[config.mk]
export PLATFORM = sky130hd
export DESIGN_NAME = irsym_decoder
export DESIGN_NICKNAME = d
export VERILOG_FILES = /design/src/rtl/irsym_pkg.sv /design/src/rtl/irsym_sync.sv /design/src/rtl/irsym_meter.sv /design/src/rtl/irsym_classify.sv /design/src/rtl/irsym_decoder.sv
export SDC_FILE = /design/constraint.sdc
export NUM_CORES = 1
export LEC_CHECK = 0
export BUFFER_PORTS_ARGS = -buffer_cell sky130_fd_sc_hd__buf_2
export CELL_PAD_IN_SITES_DETAIL_PLACEMENT = 2
export CELL_PAD_IN_SITES_GLOBAL_PLACEMENT = 2
export CORE_MARGIN = 3
export CORE_UTILIZATION = 38
export DETAILED_ROUTE_END_ITERATION = 16
export PLACE_DENSITY = 0.85
export SKIP_LAST_GASP = 1
export SLEW_MARGIN = 20
export SYNTH_ARGS = -nofsm -noshare
export SYNTH_HDL_FRONTEND = slang
export SYNTH_HIERARCHICAL = 1
export SYNTH_SLANG_ARGS = --single-unit
[constraint.sdc]
create_clock -name clk -period 5.6 [get_ports clk]
set_input_delay 1.12 -clock clk [delete_from_list [all_inputs] [get_ports clk]]
set_output_delay 1.12 -clock clk [all_outputs]
set_load 0.05 [all_outputs]
[src/rtl/irsym_pkg.sv]
package irsym_pkg;
  localparam int unsigned DATA_W     = 64;
  localparam int unsigned LEN_W      = $clog2(DATA_W + 1);
  localparam int unsigned NUM_SYM    = 4;
  localparam int unsigned LEAD_SHIFT = 4;
  localparam int unsigned PER_SHIFT  = 1;
  localparam int unsigned GAP_SHIFT  = 3;
  localparam int unsigned MAXLEN_CAP = 48;

  typedef enum logic [1:0] {
    ST_IDLE = 2'd0,
    ST_LEAD = 2'd1,
    ST_DATA = 2'd2
  } irsym_state_e;

  typedef struct packed {
    logic [7:0] per_max;
    logic [7:0] per_min;
    logic [7:0] wid_max;
    logic [7:0] wid_min;
  } sym_win_t;
endpackage

[src/rtl/irsym_sync.sv]
module irsym_sync #(
  parameter int unsigned STAGES = 2
) (
  input  logic clk,
  input  logic rst_n,
  input  logic tick,
  input  logic ir_in,
  input  logic invert,
  output logic mark,
  output logic rise
);
  logic [STAGES-1:0] sync_q;
  logic              last_q;

  always_ff @(posedge clk or negedge rst_n) begin
    if (!rst_n) sync_q <= '0;
    else        sync_q <= {sync_q[STAGES-2:0], ir_in};
  end

  assign mark = sync_q[STAGES-1] ^ invert;

  always_ff @(posedge clk or negedge rst_n) begin
    if (!rst_n)    last_q <= 1'b0;
    else if (tick) last_q <= mark;
  end

  assign rise = tick & mark & ~last_q;
endmodule

[src/rtl/irsym_meter.sv]
module irsym_meter #(
  parameter int unsigned CNT_W = 16
) (
  input  logic             clk,
  input  logic             rst_n,
  input  logic             tick,
  input  logic             run,
  input  logic             mark,
  input  logic             rise,
  output logic [CNT_W-1:0] wid,
  output logic [CNT_W-1:0] per,
  output logic [CNT_W-1:0] spc
);
  localparam logic [CNT_W-1:0] CNT_MAX = '1;
  localparam logic [CNT_W-1:0] CNT_ONE = CNT_W'(1);

  logic [CNT_W-1:0] wid_q, wid_d, per_q, per_d, spc_q, spc_d;

  always_comb begin
    wid_d = wid_q;
    per_d = per_q;
    spc_d = spc_q;
    if (!run) begin
      wid_d = '0;
      per_d = '0;
      spc_d = '0;
    end else if (tick) begin
      if (rise) begin
        wid_d = CNT_ONE;
        per_d = CNT_ONE;
        spc_d = '0;
      end else begin
        if (per_q != CNT_MAX)          per_d = per_q + CNT_ONE;
        if (mark && wid_q != CNT_MAX)  wid_d = wid_q + CNT_ONE;
        if (!mark && spc_q != CNT_MAX) spc_d = spc_q + CNT_ONE;
      end
    end
  end

  always_ff @(posedge clk or negedge rst_n) begin
    if (!rst_n) begin
      wid_q <= '0;
      per_q <= '0;
      spc_q <= '0;
    end else begin
      wid_q <= wid_d;
      per_q <= per_d;
      spc_q <= spc_d;
    end
  end

  assign wid = wid_q;
  assign per = per_q;
  assign spc = spc_q;

  // a mark can never be longer than the period that contains it
  p_wid_in_per_r3: assert property (@(posedge clk) disable iff (!rst_n)
    wid_q <= per_q);
endmodule

[src/rtl/irsym_classify.sv]
module irsym_classify
  import irsym_pkg::*;
#(
  parameter int unsigned CNT_W = 16
) (
  input  logic [CNT_W-1:0]           wid,
  input  logic [CNT_W-1:0]           per,
  input  sym_win_t                   lead_win,
  input  sym_win_t [NUM_SYM-1:0]     data_win,
  output logic                       lead_hit,
  output logic                       data_hit,
  output logic                       data_bit
);
  function automatic logic in_win(input logic [CNT_W-1:0] v,
                                  input logic [CNT_W-1:0] lo,
                                  input logic [CNT_W-1:0] hi);
    return (v >= lo) && (v <= hi);
  endfunction

  logic [NUM_SYM-1:0] hit;

  assign lead_hit =
    in_win(wid, CNT_W'(lead_win.wid_min) << LEAD_SHIFT, CNT_W'(lead_win.wid_max) << LEAD_SHIFT) &&
    in_win(per, CNT_W'(lead_win.per_min) << LEAD_SHIFT, CNT_W'(lead_win.per_max) << LEAD_SHIFT);

  for (genvar g = 0; g < NUM_SYM; g++) begin : g_win
    assign hit[g] = (data_win[g].per_max != 8'd0) &&
      in_win(wid, CNT_W'(data_win[g].wid_min), CNT_W'(data_win[g].wid_max)) &&
      in_win(per, CNT_W'(data_win[g].per_min) << PER_SHIFT,
                  CNT_W'(data_win[g].per_max) << PER_SHIFT);
  end

  assign data_hit = |hit;

  always_comb begin
    data_bit = 1'b0;
    for (int i = NUM_SYM - 1; i >= 0; i--) begin
      if (hit[i]) data_bit = i[0];
    end
  end
endmodule

[src/rtl/irsym_decoder.sv]
module irsym_decoder
  import irsym_pkg::*;
#(
  parameter int unsigned CNT_W     = 16,
  parameter int unsigned SYNC_STGS = 2
) (
  input  logic        clk,
  input  logic        rst_n,
  input  logic        tick,
  input  logic        ir_in,
  input  logic        ctl_enable,
  input  logic        ctl_invert_in,
  input  logic        ctl_msb_first,
  input  logic        ctl_invert_bits,
  input  logic        ctl_leader_req,
  input  logic [31:0] tmg_leader,
  input  logic [31:0] tmg_sym00,
  input  logic [31:0] tmg_sym01,
  input  logic [31:0] tmg_sym10,
  input  logic [31:0] tmg_sym11,
  input  logic [11:0] cfg_gap,
  input  logic [4:0]  cfg_min_len,
  input  logic [5:0]  cfg_max_len,
  input  logic        rx_valid_clr,
  output logic [31:0] rx_data_lo,
  output logic [31:0] rx_data_hi,
  output logic [6:0]  rx_len,
  output logic        rx_valid
);
  localparam logic [LEN_W-1:0] LEN_ONE = LEN_W'(1);
  localparam logic [LEN_W-1:0] LEN_MAX = '1;

  logic             mark, rise;
  logic [CNT_W-1:0] wid, per, spc;
  logic             lead_hit, data_hit, data_bit;
  sym_win_t         lead_win;
  sym_win_t [NUM_SYM-1:0] data_win;

  irsym_state_e      st_q, st_d;
  logic [DATA_W-1:0] shift_q, shift_d, data_q;
  logic [LEN_W-1:0]  cnt_q, cnt_d, len_q;
  logic              valid_q, frame_ok, sym_done, bitv;
  logic [LEN_W-1:0]  min_eff, max_eff, max_inc;
  logic [CNT_W-1:0]  gap_ticks;

  assign lead_win = sym_win_t'(tmg_leader);
  assign data_win = {sym_win_t'(tmg_sym11), sym_win_t'(tmg_sym10),
                     sym_win_t'(tmg_sym01), sym_win_t'(tmg_sym00)};

  irsym_sync #(.STAGES(SYNC_STGS)) u_sync (
    .clk(clk), .rst_n(rst_n), .tick(tick), .ir_in(ir_in),
    .invert(ctl_invert_in), .mark(mark), .rise(rise)
  );

  irsym_meter #(.CNT_W(CNT_W)) u_meter (
    .clk(clk), .rst_n(rst_n), .tick(tick), .run(ctl_enable),
    .mark(mark), .rise(rise), .wid(wid), .per(per), .spc(spc)
  );

  irsym_classify #(.CNT_W(CNT_W)) u_class (
    .wid(wid), .per(per), .lead_win(lead_win), .data_win(data_win),
    .lead_hit(lead_hit), .data_hit(data_hit), .data_bit(data_bit)
  );

  // length gate limits, rounded to even
  assign min_eff   = LEN_W'(cfg_min_len) & ~LEN_ONE;
  assign max_inc   = LEN_W'(cfg_max_len) + LEN_ONE;
  assign max_eff   = (cfg_max_len >= 6'(MAXLEN_CAP)) ? LEN_W'(MAXLEN_CAP)
                                                     : (max_inc & ~LEN_ONE);
  assign gap_ticks = CNT_W'(cfg_gap) << GAP_SHIFT;
  assign sym_done  = rise && (st_q != ST_IDLE);
  assign bitv      = data_bit ^ ctl_invert_bits;

  always_comb begin
    st_d     = st_q;
    shift_d  = shift_q;
    cnt_d    = cnt_q;
    frame_ok = 1'b0;
    if (!ctl_enable) begin
      st_d = ST_IDLE;
    end else if (tick) begin
      if (rise) begin
        unique case (st_q)
          ST_IDLE: begin
            st_d    = ctl_leader_req ? ST_LEAD : ST_DATA;
            shift_d = '0;
            cnt_d   = '0;
          end
          ST_LEAD: st_d = lead_hit ? ST_DATA : ST_IDLE;
          ST_DATA: begin
            if (data_hit) begin
              if (ctl_msb_first) begin
                shift_d = {shift_q[DATA_W-2:0], bitv};
              end else if (cnt_q < LEN_W'(DATA_W)) begin
                shift_d[cnt_q[LEN_W-2:0]] = bitv;
              end
              if (cnt_q != LEN_MAX) cnt_d = cnt_q + LEN_ONE;
            end else begin
              st_d = ST_IDLE;
            end
          end
          default: st_d = ST_IDLE;
        endcase
      end else if (st_q != ST_IDLE && spc >= gap_ticks) begin
        frame_ok = (st_q == ST_DATA) && (cnt_q >= min_eff) && (cnt_q <= max_eff);
        st_d     = ST_IDLE;
      end
    end
  end

  always_ff @(posedge clk or negedge rst_n) begin
    if (!rst_n) begin
      st_q    <= ST_IDLE;
      shift_q <= '0;
      cnt_q   <= '0;
    end else begin
      st_q    <= st_d;
      shift_q <= shift_d;
      cnt_q   <= cnt_d;
    end
  end

  always_ff @(posedge clk or negedge rst_n) begin
    if (!rst_n) begin
      data_q  <= '0;
      len_q   <= '0;
      valid_q <= 1'b0;
    end else if (frame_ok) begin
      data_q  <= shift_q;
      len_q   <= cnt_q;
      valid_q <= 1'b1;
    end else if (rx_valid_clr) begin
      valid_q <= 1'b0;
    end
  end

  assign rx_data_lo = data_q[31:0];
  assign rx_data_hi = data_q[63:32];
  assign rx_len     = len_q;
  assign rx_valid   = valid_q;

  p_leader_ok_r2: assert property (@(posedge clk) disable iff (!rst_n)
    (tick && sym_done && ctl_enable && st_q == ST_LEAD && lead_hit) |=> (st_q == ST_DATA));

  p_abort_r4: assert property (@(posedge clk) disable iff (!rst_n)
    (tick && sym_done && ctl_enable && st_q == ST_DATA && !data_hit) |=> (st_q == ST_IDLE));

  p_len_gate_r6: assert property (@(posedge clk) disable iff (!rst_n)
    frame_ok |=> (rx_valid && rx_len >= $past(min_eff) && rx_len <= $past(max_eff)));

  p_disable_idle_r11: assert property (@(posedge clk) disable iff (!rst_n)
    !ctl_enable |=> (st_q == ST_IDLE));

  p_valid_clear_r12: assert property (@(posedge clk) disable iff (!rst_n)
    (rx_valid_clr && !frame_ok) |=> !rx_valid);
endmodule

### Yosys cells after proc, flatten, opt, wreduce, memory -nomap -nowiden

Index checks and enable logic that the tools add are counted.

* output and inout port bits: 72
* input port bits: 193
* memories: 0
* register bits after elaboration: 196
* RAM bits: 0
* ROM bits: 0
* logic and storage cells: 145
* latch bits: 0

* shifts and indexed selects: 0
* bitwise operators: 5
* reduce and logical (&&, ||, !) cells: 41
* $lt $le $gt $ge: 27
* multiplexer cells: 41
* divide/modulo/power cells: 0
* add/subtract/negate cells: 5
* multiply operators: 0
* equality and inequality tests: 15

Operator list (number)
* $mux W16: 12
* $mux W64: 3
* $pmux W64 S2: 1
* $bwmux W64: 1
* $ge A16 B8 Y1: 4
* $ge A16 B9 Y1: 4
* $le A16 B8 Y1: 4
* $le A16 B9 Y1: 4
* $add A16 B1 Y16 const B: 3
* $ne A16 B16 Y1 const B: 3
* $ge A16 B12 Y1: 2
* $le A16 B12 Y1: 2
* $reduce_bool A8 Y1: 4
* $logic_and A1 B1 Y1: 25
* $mux W7: 3
* $ge A16 B15 Y1: 1
* $mux W2: 7
* $pmux W7 S2: 1
* $ne A3 B1 Y1 const B: 4
* $reduce_and A6 Y1: 2
* $mux W1: 11
* $add A6 B1 Y7 const B: 1
* $add A7 B1 Y7 const B: 1
* $ge A7 B5 Y1: 1
* other kinds (22): 30

### Logic depth before layout (Yosys ltp)

Gate-level depths: netlist of run 1.

* depth after elaboration: 14
* depth in mapped cells: 15
* gate-level depth less buffers: 15

### Modules after synthesis

The synthesis of run 1 kept the hierarchy.

By module, submodules not included
* irsym_decoder: times used 1, area an instance 7853.8 um^2, seq. area each 3628.5 um^2, cells each 768
* irsym_classify: times used 1, area an instance 4125.2 um^2, seq. area each 0.0 um^2, cells each 568
* irsym_meter: times used 1, area an instance 2795.2 um^2, seq. area each 1201.2 um^2, cells each 316
* irsym_sync: times used 1, area an instance 108.9 um^2, seq. area each 75.1 um^2, cells each 8

### Least setup slack after synthesis of run 1

No wires, ideal clock.

* path kind: input to register
* start point: input port tmg_sym10[25]
* end point: register shift_q[4]
* setup time: 96 ps
* cell stages on the path: 14
* data required time: 5504 ps
* arrival: 4087 ps
* path slack: 1417 ps
* buffers on the path: 0
* path through: inv_1 -> ha_1 -> nor2b_1 -> o21ai_0 -> a21oi_1 -> or4b_2 -> a211oi_1 -> a211oi_1 -> o21ba_2 -> xnor2_1 -> or3_1 -> nor3_1 -> a22oi_1 -> o31ai_1

* word-level cells in the longest chain between the ends: 12
* elaborated cells on any way between the ends: 17
* classes of those cells: order compare (1); eq/ne (1); mux (8); bitwise (1); reduce/logical (6)

RTL lines
* from (decl): line irsym_decoder.sv:19 `input logic [31:0] tmg_sym10,`
* $le A16 B9 Y1 / $reduce_bool A8 Y1 (equally long branches): line irsym_classify.sv:17, irsym_classify.sv:27
* $logic_and A1 B1 Y1, on equally long branches: line irsym_classify.sv:17, irsym_classify.sv:27
* $logic_and A1 B1 Y1 *: line irsym_classify.sv:28 `in_win(wid, CNT_W'(data_win[g].wid_min), CNT_W'(data_win[g].wid_max)) &&`
* $mux W1 * (3 in series): line irsym_classify.sv:38 `if (hit[i]) data_bit = i[0];`
* via data_bit: line irsym_decoder.sv:35 `logic lead_hit, data_hit, data_bit;`
* $xor A1 B1 Y1 *: line irsym_decoder.sv:72 `assign bitv = data_bit ^ ctl_invert_bits;`
* $bwmux W64 *: line irsym_decoder.sv:95 `shift_d[cnt_q[LEN_W-2:0]] = bitv;`
* $mux W64 *: line irsym_decoder.sv:94 `end else if (cnt_q < LEN_W'(DATA_W)) begin`
* $mux W64 *: line irsym_decoder.sv:92 `if (ctl_msb_first) begin`
* $mux W64 *: line irsym_decoder.sv:91 `if (data_hit) begin`
* $pmux W64 S2 *: line irsym_decoder.sv:83 `unique case (st_q)`
* to (signal assigned): line irsym_decoder.sv:118 `shift_q <= shift_d;`
* to (decl): line irsym_decoder.sv:40 `logic [DATA_W-1:0] shift_q, shift_d, data_q;`

The timed path passes the listed nets; every way through them passes the cells marked *. The select of a mux whose other input is x is not followed.
A chain may end at the register's enable or synchronous reset.

### Worst setup path after layout of run 1

* start point: register u_meter.per_q[2], in the netlist u_meter/per[2]
* end point: register shift_q[42]

* word-level cells in the longest chain between the ends: 13
* elaborated cells on any way between the ends: 29
* classes of those cells: order compare (8); eq/ne (1); mux (9); bitwise (1); reduce/logical (10)

RTL lines
* from (decl): line irsym_meter.sv:17 `logic [CNT_W-1:0] wid_q, wid_d, per_q, per_d, spc_q, spc_d;`
* from (signal assigned): line irsym_meter.sv:47 `per_q <= per_d;`
* $ge A16 B9 Y1 / $le A16 B9 Y1 (equally long branches): line irsym_classify.sv:17 `return (v >= lo) && (v <= hi);`
* $logic_and A1 B1 Y1: line irsym_classify.sv:17
* $logic_and A1 B1 Y1: line irsym_classify.sv:28
* $mux W1 (3 in series): line irsym_classify.sv:38
* $mux W1 *: line irsym_classify.sv:38
* via data_bit: line irsym_decoder.sv:35
* $xor A1 B1 Y1 *: line irsym_decoder.sv:72
* $bwmux W64 *: line irsym_decoder.sv:95
* $mux W64 *: line irsym_decoder.sv:94
* $mux W64 *: line irsym_decoder.sv:92
* $mux W64 *: line irsym_decoder.sv:91
* $pmux W64 S2 *: line irsym_decoder.sv:83

Marked as above.

==> results of run 1 <==
-- registers in the layout, indices dropped and copies added, names as in the netlist --
register and cells:
st_q 2, u_meter/wid 16, u_meter/per 16, cnt_q 7, data_q 64, u_sync/sync_q 2, u_meter/spc 16, u_sync/last_q 1
rx_len 7, rx_valid 1, shift_q 64
-- area by class of cell --
cell class | count | area [um^2]
Clock inverter | 14 | 156
Antenna cell | 6 | 15.0
Timing Repair Buffer | 277 | 1460
Fill cell | 4189 | 20800
Inverter | 183 | 687
Clock buffer | 18 | 429
Tap cell | 511 | 639
Multi-Input combinational cell | 1218 | 9030
Sequential cell | 196 | 4900
-- metal layers --
metal | wire [um] | global-route usage | vias up
met5 | 112 | 0 | -
met4 | 1450 | 0.0863 | 18
met3 | 3460 | 0.0537 | 107
met2 | 29200 | 0.489 | 471
met1 | 24300 | 0.349 | 7339
li1 | - | - | 6513
-- power breakdown --
group          total (mW)  internal (mW)  switching (mW)
Sequential           1.51           1.43          0.0773
Clock                1.25          0.599           0.654
Combinational       0.825          0.245           0.580
-- worst max-delay path by stage --
stage,slack [ns],end,from
6_report,0.89,shift_q[42]$_DFFE_PN0P_,u_meter/per[2]$_DFFE_PN0P_
5_1_grt,0.57,shift_q[42]$_DFFE_PN0P_,u_meter/per[2]$_DFFE_PN0P_
4_1_cts,0.97,shift_q[42]$_DFFE_PN0P_,u_meter/per[2]$_DFFE_PN0P_
3_5_place_dp,0.66,shift_q[27]$_DFFE_PN0P_,tmg_sym10[25]
3_3_place_gp,0.85,shift_q[14]$_DFFE_PN0P_,tmg_sym10[25]
2_1_floorplan,1.42,shift_q[4]$_DFFE_PN0P_,tmg_sym10[25]
-- critical path, cell delays in order, from the launching register on --
cell	delay, ns
dfrtp_1	0.83
ha_1	0.37
nor2b_1	0.13
o21ai_0	0.19
a21oi_1	0.09
or4b_2	0.62
a211oi_1	0.30
a211oi_1	0.08
o21ba_2	0.24
xnor2_1	0.23
nor2_1	0.20
nand2_1	0.18
nor2_1	0.56
a22oi_1	0.19
o31ai_1	0.36
-- cell families after synthesis --
family / count (synthesis) / share of synthesized area
XOR/XNOR: 9 / 0.00530
AND/OR/NAND/NOR: 486 / 0.163
AO/OA/AOI/OAI: 460 / 0.204
buffers and inverters: 246 / 0.0667
other: 1 / 0.000252
flip-flops: 196 / 0.330
multiplexers: 75 / 0.0738
adder cells (fa/ha/maj): 187 / 0.157
-- layout by cell type (no fill, tap or decap), types with 5 or more instances in the layout --
cell type / count
nor3_1: 25
clkbuf_16: 17
xnor2_1: 5
nand4_1: 35
a22oi_1: 62
and2_1: 7
nor2_1: 56
a21o_1: 18
buf_2: 262
nand2b_1: 19
mux2_4: 69
ha_1: 187
nand2_1: 206
o21a_1: 5
o21ai_0: 132
a31oi_1: 13
o211ai_1: 14
and4_1: 8
nor2b_1: 17
a21oi_1: 63
inv_1: 181
nor4_1: 16
inv_6: 5
buf_4: 12
and3_1: 11
nand3_1: 38
o31ai_1: 76
or4_1: 5
or3_1: 6
dfrtp_1: 196
a211oi_1: 17
diode_2: 6
o21ai_1: 5
-- synth_stat cells, types with 4 or more instances --
cell type and number:
a211o_1 4, and2_1 7, inv_1 181, a22o_1 4, o21a_1 5, xnor2_1 5
nand2_1 206, dfrtp_1 196, and3_1 11, a21o_1 18, nor4_1 16, nand4_1 35
a31oi_1 13, o21ai_0 132, xor2_1 4, or3_1 6, nand3_1 38, mux2i_1 4
clkbuf_1 44, a21oi_1 63, nor2b_1 18, or2_2 4, nor2_1 59, o211ai_1 14
buf_6 7, a211oi_1 17, nand2b_1 20, o31ai_1 76, and4_1 8, mux2_4 69
ha_1 187, or4_1 5, a22oi_1 62, o21ai_1 5, nor3_1 27, buf_2 7
-- stage by stage --
stage	power, mW	cell area (um^2)	worst slack (ns)	cells	hold slack [ns]
finish	3.59	17300	0.887	2423	0.351
CTS	3.59	17300	0.975	2416	0.354
global placement	2.27	16700	0.848	2384	0.334
detailed placement	2.33	16700	0.655	2384	0.336
global route	3.76	17300	0.571	2421	0.361
floorplan	1.94	14900	1.42	1660	0.331
==> summary.txt, run 1 <==
Worst hold path
  – Hold EP: u_sync/sync_q[1]$_DFF_PN0_
  – HP Class: reg2reg
  – Hold_sp: u_sync/sync_q[0]$_DFF_PN0_
  – Hold depth: 0

Logic synthesis
  – Share of the yosys chip area belonging to registers: 0.330
  – Mean Syn Cell Area: 8.97 um^2
  – Seq cells post-synth: 196
  – Number of flops mapped to enable cells by yosys: 0
  – Syn nets: 2040
  – Syn. warnings: 6
  – Top post-synthesis cells by area: dfrtp_1 (33%), ha_1 (16%), mux2_4 (7.0%), nand2_1 (5.2%), inv_1 (4.6%)
  – Cell Area, Synth: 14900 um^2
  – Synth async-reset ratio: 1.00
  – Post-synth cell types: 90
  – Cells after synthesis: 1660
  – Top_reg_cell synth: dfrtp_1
  – Yosys top cell by area: dfrtp_1
  – Yosys top cell area share: 0.330

Floorplan
  – Die span in y: 204 um
  – Core ar.: 38100 um^2
  – Die area: 41600 um^2
  – Die X: 204 um
  – Rows: 71
  – Starting Density: 0.391
  – I/O pins: 265

Setup path
  – R2r setup slk: 0.89 ns
  – Worst r2r src: u_meter/per[2]$_DFFE_PN0P_
  – Worst Reg-to-Reg Cells: 14
  – FF-to-FF End: shift_q[42]$_DFFE_PN0P_
  – Worst endpoint required time: 5.93 ns
  – CP endpoint kind: flip-flop
  – Worst Path Max Fanout: 15
  – Crit path kind: reg2reg
  – Crit path launch type: flip-flop
  – WP data arrival: 5.04 ns

CTS
  – Reg clk slew, reported paths: 0.08 ns
  – CTS resizes: 0
  – CTS tree: built
  – Later-pin clock latency in the skew report: 0.46 ns
  – Clock sinks: 196
  – CTS Buffer Depth: 2
  – TritonCTS Buffers: 17
  – H-tree lvl count: 4
  – CTS Hold Bufs: 0
  – Setup repair bufs after CTS: 0
  – Root Driver: clkbuf_16

Pwr
  – Pwr Density: 207 nW/um^2
  – Leakage: 8.95 nW
  – Worst vdd ir: 0.235 mV

Cells and area
  – Nets: 2273
  – Share of cells above drive strength 1: 0.217
  – Core Util, Final: 0.454
  – Area Overhead vs Synth: 16.4%

Route
  – Drt pass-1 iters: 5
  – Initial drt markers: 820
  – DRT Wirelength: 58.5 mm
  – Remaining DRCs: 0
  – Antenna Nets Post-Route: 0
  – Via Count: 14400
  – Avg WL per Cell: 24.1 um
  – Via density: 5.96

Global route
  – Vias in the first global route: 16000
  – Total GRT Usage: 0.279
  – GR Overflow Total: 0
  – Initial antenna violation count: 15
  – First-pass GRT wire length: 91.4 mm
  – Largest net degree at the start of global routing: 102

Timing
  – Fmax: 0.212 GHz
  – RSZ-0062 raised after global routing: no
  – Endpoints failing setup: 0
  – Post-route setup TNS: 0 ns
  – Worst slew pin tran: 1.06 ns
  – Endpoints failing hold: 0
  – Crit path time final: 4.71 ns
  – Final Max Slew Viols: 0
  – Worst rel slew slack: 0.287
  – Max Clock Skew: 0.0179 ns
  – Crit share post-route: 0.842

Placement
  – Final Wtd Congestion: 0.829
  – Detailed placement HPWL: 42.4 mm
  – I/O Buffers: 263

Flow run
  – Max-Cap Viols: 0

Status
  – Status: complete, no violations
Note: power is estimated with default switching activity, not from simulation.
==> inputs of run 2 (changes only) <==
CORE_UTILIZATION = 31   (was 38)
PLACE_DENSITY = 0.74   (was 0.85)
clock period = 4.06 ns   (was 5.6 ns; I/O delays follow)
==> summary.txt, run 2 (synthesis results as in run 1) <==
Pwr
  – Pwr Density: 277 nW/um^2
  – Total power: 4.96 mW
  – Worst vdd ir: 0.283 mV
  – Leakage: 9.24 nW

Cells and area
  – Non-Filler Instances: 2574
  – Commonest non-fill, non-tap cells in the layout: buf_2 (262), nand2_1 (205), dfrtp_1 (189), ha_1 (187), inv_1 (180)
  – Biggest regs: data_q: 64 flops, shift_q: 64 flops
  – Final instance area: 18000 um^2
  – Area Overhead vs Synth: 20.6%
  – Most common cell after layout, fill and taps aside: buf_2
  – Nets: 2326
  – Share of cells above drive strength 1: 0.247

Setup path
  – WP data arrival: 4.28 ns
  – CP endpoint kind: flip-flop
  – Worst endpoint required time: 4.41 ns
  – Crit path largest cell delay: 0.65 ns
  – Crit path cell chain: buf_2 > inv_1 > ha_1 > nor2b_1 > o21ai_1 > a21oi_1 > or4b_2 > a211oi_2 > a211oi_1 > o21ba_4 > xnor2_4 > nor2_2 > nand2_2 > nor2_1 > a22oi_1 > o31ai_1
  – Worst Path Max Fanout: 7
  – Crit path launch type: primary input
  – Crit path kind: in2reg
  – CP max-delay cell: or4b_2

Placement
  – Final Wtd Congestion: 0.854
  – Detailed placement HPWL: 43.7 mm
  – I/O Buffers: 263
  – Dpl cell area: 17200 um^2
  – Cells after DPL: 2528

Global route
  – Vias in the first global route: 15500
  – Total GRT Usage: 0.226
  – Largest net degree at the start of global routing: 93
  – Initial antenna violation count: 18
  – First-pass GRT wire length: 89.6 mm
  – GR Overflow Total: 0

Route
  – Initial drt markers: 705
  – Avg WL per Cell: 22.4 um
  – DRT Wirelength: 57.6 mm
  – Via Count: 14200
  – Via density: 5.51
  – Remaining DRCs: 0
  – Drt pass-1 iters: 5
  – Antenna Nets Post-Route: 0

CTS
  – Later-pin clock latency in the skew report: 0.46 ns
  – Reg clk slew, reported paths: 0.08 ns
  – CTS tree: built
  – Clock sinks: 196
  – TritonCTS Buffers: 17
  – H-tree lvl count: 4
  – Root Driver: clkbuf_16
  – CTS Buffer Depth: 2

Floorplan
  – Core ar.: 47000 um^2
  – Starting Density: 0.317
  – I/O pins: 265
  – Die area: 50700 um^2
  – Rows: 79
  – Die span in y: 225 um
  – Die X: 225 um

Timing
  – Final Max Slew Viols: 0
  – Hold slack: 0.368 ns
  – RSZ-0062 raised after global routing: yes
  – Post-route setup TNS: 0 ns
  – Endpoints failing setup: 0
  – Fmax: 0.254 GHz
  – Worst rel slew slack: 0.251
  – Worst slew pin tran: 1.12 ns
  – Endpoints failing hold: 0
  – Crit path time final: 3.93 ns
  – Max Clock Skew: 0.0130 ns
  – Crit share post-route: 0.968

Worst hold path
  – HP Class: reg2reg

Status
  – Status: complete, no violations

Flow run
  – Max-Cap Viols: 0
## run 2: cell count changes in the layout (fill, tap and decap cells not counted), sizes merged
cell      change
buf          +53
clkinv        -2
diode         +2
clkbuf        +1
clkinvlp      +1
## run 2: through the flow
step	utilization	worst slack, ns
global placement	0.366	-0.290
detailed placement	0.366	-0.517
global route	0.382	-0.0219
floorplan	-	0.185
finish	0.382	0.130
CTS	0.379	0.00596
## run 2: what timing repair did
item / CTS / global route
pin swaps: 2 / 6
endpoints found under the setup margin: 14 / 61
resized for setup: 9 / 16
setup buffers: 1 / 4
hold buffers: 0 / 0
## run 2: layout make-up
cell class / instances / area (um^2)
Inverter: 183 / 687
Fill cell: 5217 / 29000
Clock buffer: 19 / 443
Tap cell: 607 / 759
Clock inverter: 13 / 136
Timing Repair Buffer: 330 / 1900
Sequential cell: 196 / 4910
Antenna cell: 8 / 20.0
Multi-Input combinational cell: 1218 / 9090
## run 2: per-layer routing
| metal | GRT usage | share of wire | up-vias |
|---|---|---|---|
| met4 | 0.0633 | 0.022 | 18 |
| met5 | 0 | 0.0024 | - |
| met3 | 0.0486 | 0.047 | 86 |
| li1 | - | - | 6627 |
| met2 | 0.385 | 0.48 | 294 |
| met1 | 0.289 | 0.45 | 7160 |
## run 2: critical path: cells and delay by family
kind / cells / cell delay, ns
compound gates: 7 / 1.32
xor+xnor: 1 / 0.15
fa+ha+maj: 1 / 0.28
buf+inv: 2 / 0.18
simple gates: 5 / 1.54
## run 2: path summary, 6_finish.rpt
check / startpoint / cells past startpoint / endpoint / slack, ns
worst min-delay path: u_sync/sync_q[0]$_DFF_PN0_ / 0 / u_sync/sync_q[1]$_DFF_PN0_ / 0.37
min in group asynchronous: rst_n / 1 / u_meter/spc[12]$_DFFE_PN0P_ / 0.41
worst max-delay path: tmg_sym10[25] / 16 / shift_q[60]$_DFFE_PN0P_ / 0.13
worst min register to register: u_sync/sync_q[0]$_DFF_PN0_ / 0 / u_sync/sync_q[1]$_DFF_PN0_ / 0.37
worst max register to register: u_meter/per[8]$_DFFE_PN0P_ / 14 / shift_q[60]$_DFFE_PN0P_ / 0.16
max in group asynchronous: rst_n / 2 / shift_q[18]$_DFFE_PN0P_ / 2.79
## run 2: report_power, final
group,switching [mW],internal (mW)
Clock,0.898,0.837
Combinational,0.798,0.360
Sequential,0.0943,1.98
==> inputs of run 3 (changes only) <==
BUFFER_PORTS_ARGS = -buffer_cell sky130_fd_sc_hd__clkbuf_2   (was -buffer_cell sky130_fd_sc_hd__buf_2)
CORE_UTILIZATION = 35   (was 31)
PLACE_DENSITY = unset   (was 0.74)
PLACE_DENSITY_LB_ADDON = 0.1   (was unset)
clock period = 3.9 ns   (was 4.06 ns; I/O delays follow)
==> summary.txt, run 3 (synthesis results as in run 1) <==
Placement
  – Dpl ws: -0.459 ns
  – I/O Buffers: 263
  – Detailed placement HPWL: 43.8 mm
  – Final Wtd Congestion: 0.845

Route
  – Remaining DRCs: 0
  – Initial drt markers: 749
  – Via density: 5.69
  – DRT Wirelength: 58.1 mm
  – Via Count: 14200
  – Antenna Nets Post-Route: 0
  – Drt pass-1 iters: 5
  – Avg WL per Cell: 23.2 um

Status
  – Status: complete, no violations

Pwr
  – Leakage: 9.29 nW
  – Pwr Density: 295 nW/um^2
  – Worst vdd ir: 0.272 mV

Timing
  – Crit share post-route: 0.972
  – Endpoints failing setup: 0
  – Worst rel slew slack: 0.218
  – Endpoints failing hold: 0
  – Worst slew pin tran: 1.17 ns
  – Crit path time final: 3.79 ns
  – Final Max Slew Viols: 0
  – Worst setup margin: 0.108 ns
  – Max Clock Skew: 0.0215 ns
  – Fmax: 0.264 GHz

Cells and area
  – Nets: 2333
  – Core Util, Final: 0.435
  – Area Overhead vs Synth: 21.1%
  – Fillers: 4634
  – Share of cells above drive strength 1: 0.253
  – Commonest non-fill, non-tap cells in the layout: clkbuf_2 (262), nand2_1 (206), dfrtp_1 (189), ha_1 (185), inv_1 (180)
  – Most common cell after layout, fill and taps aside: clkbuf_2
  – Biggest regs: data_q: 64 flops, shift_q: 64 flops

Floorplan
  – Die X: 212 um
  – Rows: 74
  – I/O pins: 265
  – Die span in y: 212 um
  – Core ar.: 41400 um^2
  – Starting Density: 0.360
  – Die area: 45000 um^2

Setup path
  – CP max-delay cell: or4b_4
  – Worst Path Max Fanout: 8
  – Top delay family on crit path: compound AO/OA/AOI/OAI gates
  – Worst Reg-to-Reg Cells: 15
  – Worst path depth: 15
  – Crit path largest cell delay: 0.50 ns
  – Worst Setup SP: u_meter/per[5]$_DFFE_PN0P_
  – Crit path kind: reg2reg
  – CP endpoint kind: flip-flop
  – Crit path cell chain: buf_4 > ha_4 > a21oi_2 > nor2b_1 > o21ai_1 > or4b_4 > a211oi_4 > a211oi_1 > o21ba_2 > xnor2_2 > or3_4 > nor2_1 > buf_4 > a22oi_1 > o31ai_1
  – WP data arrival: 4.15 ns
  – FF-to-FF End: shift_q[16]$_DFFE_PN0P_
  – Worst r2r src: u_meter/per[5]$_DFFE_PN0P_
  – Crit path launch type: flip-flop
  – CP endpoint: shift_q[16]$_DFFE_PN0P_
  – R2r setup slk: 0.11 ns
  – Buf/Inv on CP: 2
  – Worst endpoint required time: 4.25 ns
  – Cell mode on critical path: buf_4

CTS
  – Later-pin clock latency in the skew report: 0.46 ns
  – CTS Buffer Depth: 2
  – CTS tree: built
  – Reg clk slew, reported paths: 0.09 ns
  – Clock sinks: 196
  – TritonCTS Buffers: 17
  – H-tree lvl count: 4
  – Root Driver: clkbuf_16

Global route
  – Vias in the first global route: 16000
  – Initial antenna violation count: 9
  – Total GRT Usage: 0.258
  – Largest net degree at the start of global routing: 95
  – GR Overflow Total: 0
  – First-pass GRT wire length: 90.8 mm

Flow run
  – Max-Cap Viols: 0

Worst hold path
  – HP Class: reg2reg
run 3: final cells by class:
cell class | count | area [um^2] | share of cell area
clock buffer | 20 | 467 | 0.0259
antenna | 5 | 12.5 | 0.000694
sequential | 196 | 4910 | 0.273
inverter | 183 | 687 | 0.0381
tap | 532 | 666 | 0.0369
clock inverter | 12 | 160 | 0.00889
multi-input combinational | 1218 | 9160 | 0.508
timing repair buffer | 337 | 1950 | 0.108
run 3: how the worst min path moves through the flow:
stage,from,endpoint,slack [ns],cells past startpoint
after floorplan,u_sync/sync_q[0]$_DFF_PN0_,u_sync/sync_q[1]$_DFF_PN0_,0.33,0
after CTS,u_sync/sync_q[0]$_DFF_PN0_,u_sync/sync_q[1]$_DFF_PN0_,0.36,0
after global routing,u_sync/sync_q[0]$_DFF_PN0_,u_sync/sync_q[1]$_DFF_PN0_,0.38,0
after global placement,u_sync/sync_q[0]$_DFF_PN0_,u_sync/sync_q[1]$_DFF_PN0_,0.33,0
final,u_sync/sync_q[0]$_DFF_PN0_,u_sync/sync_q[1]$_DFF_PN0_,0.36,0
after detailed placement,u_sync/sync_q[0]$_DFF_PN0_,u_sync/sync_q[1]$_DFF_PN0_,0.35,0
run 3: power by group:
part           internal, mW  leakage (nW)  switching [mW]  total (mW)
Sequential             2.06          2.71           0.101        2.16
Clock                  1.02         0.305           0.897        1.92
Combinational         0.378          6.27           0.864        1.24
Total                  3.46          9.29            1.86        5.32
run 3: layer usage:
metal | vias to the layer above | global-route usage | share of wire
met5 | - | 0 | 0.00088
met4 | 8 | 0.0615 | 0.015
met3 | 54 | 0.0550 | 0.048
met2 | 284 | 0.441 | 0.48
met1 | 7267 | 0.335 | 0.45
li1 | 6618 | - | -
run 3: timing repair:
item,4_1_cts,5_1_grt
hold buffers,0,0
setup endpoints to repair,54,70
gates resized for setup,10,28
setup buffers,1,2
pin swaps,3,12
run 3: through the flow:
stage,power (mW),std cells,hold WS [ns],TNS [ns],area [um^2]
2_1_floorplan,2.79,1660,0.331,0,14900
3_3_place_gp,3.34,2463,0.335,-11.33,17200
3_5_place_dp,3.41,2463,0.352,-21.08,17200
4_1_cts,5.36,2496,0.362,0,17900
5_1_grt,5.60,2503,0.382,-0.687,18000
6_report,5.32,2503,0.356,0,18000
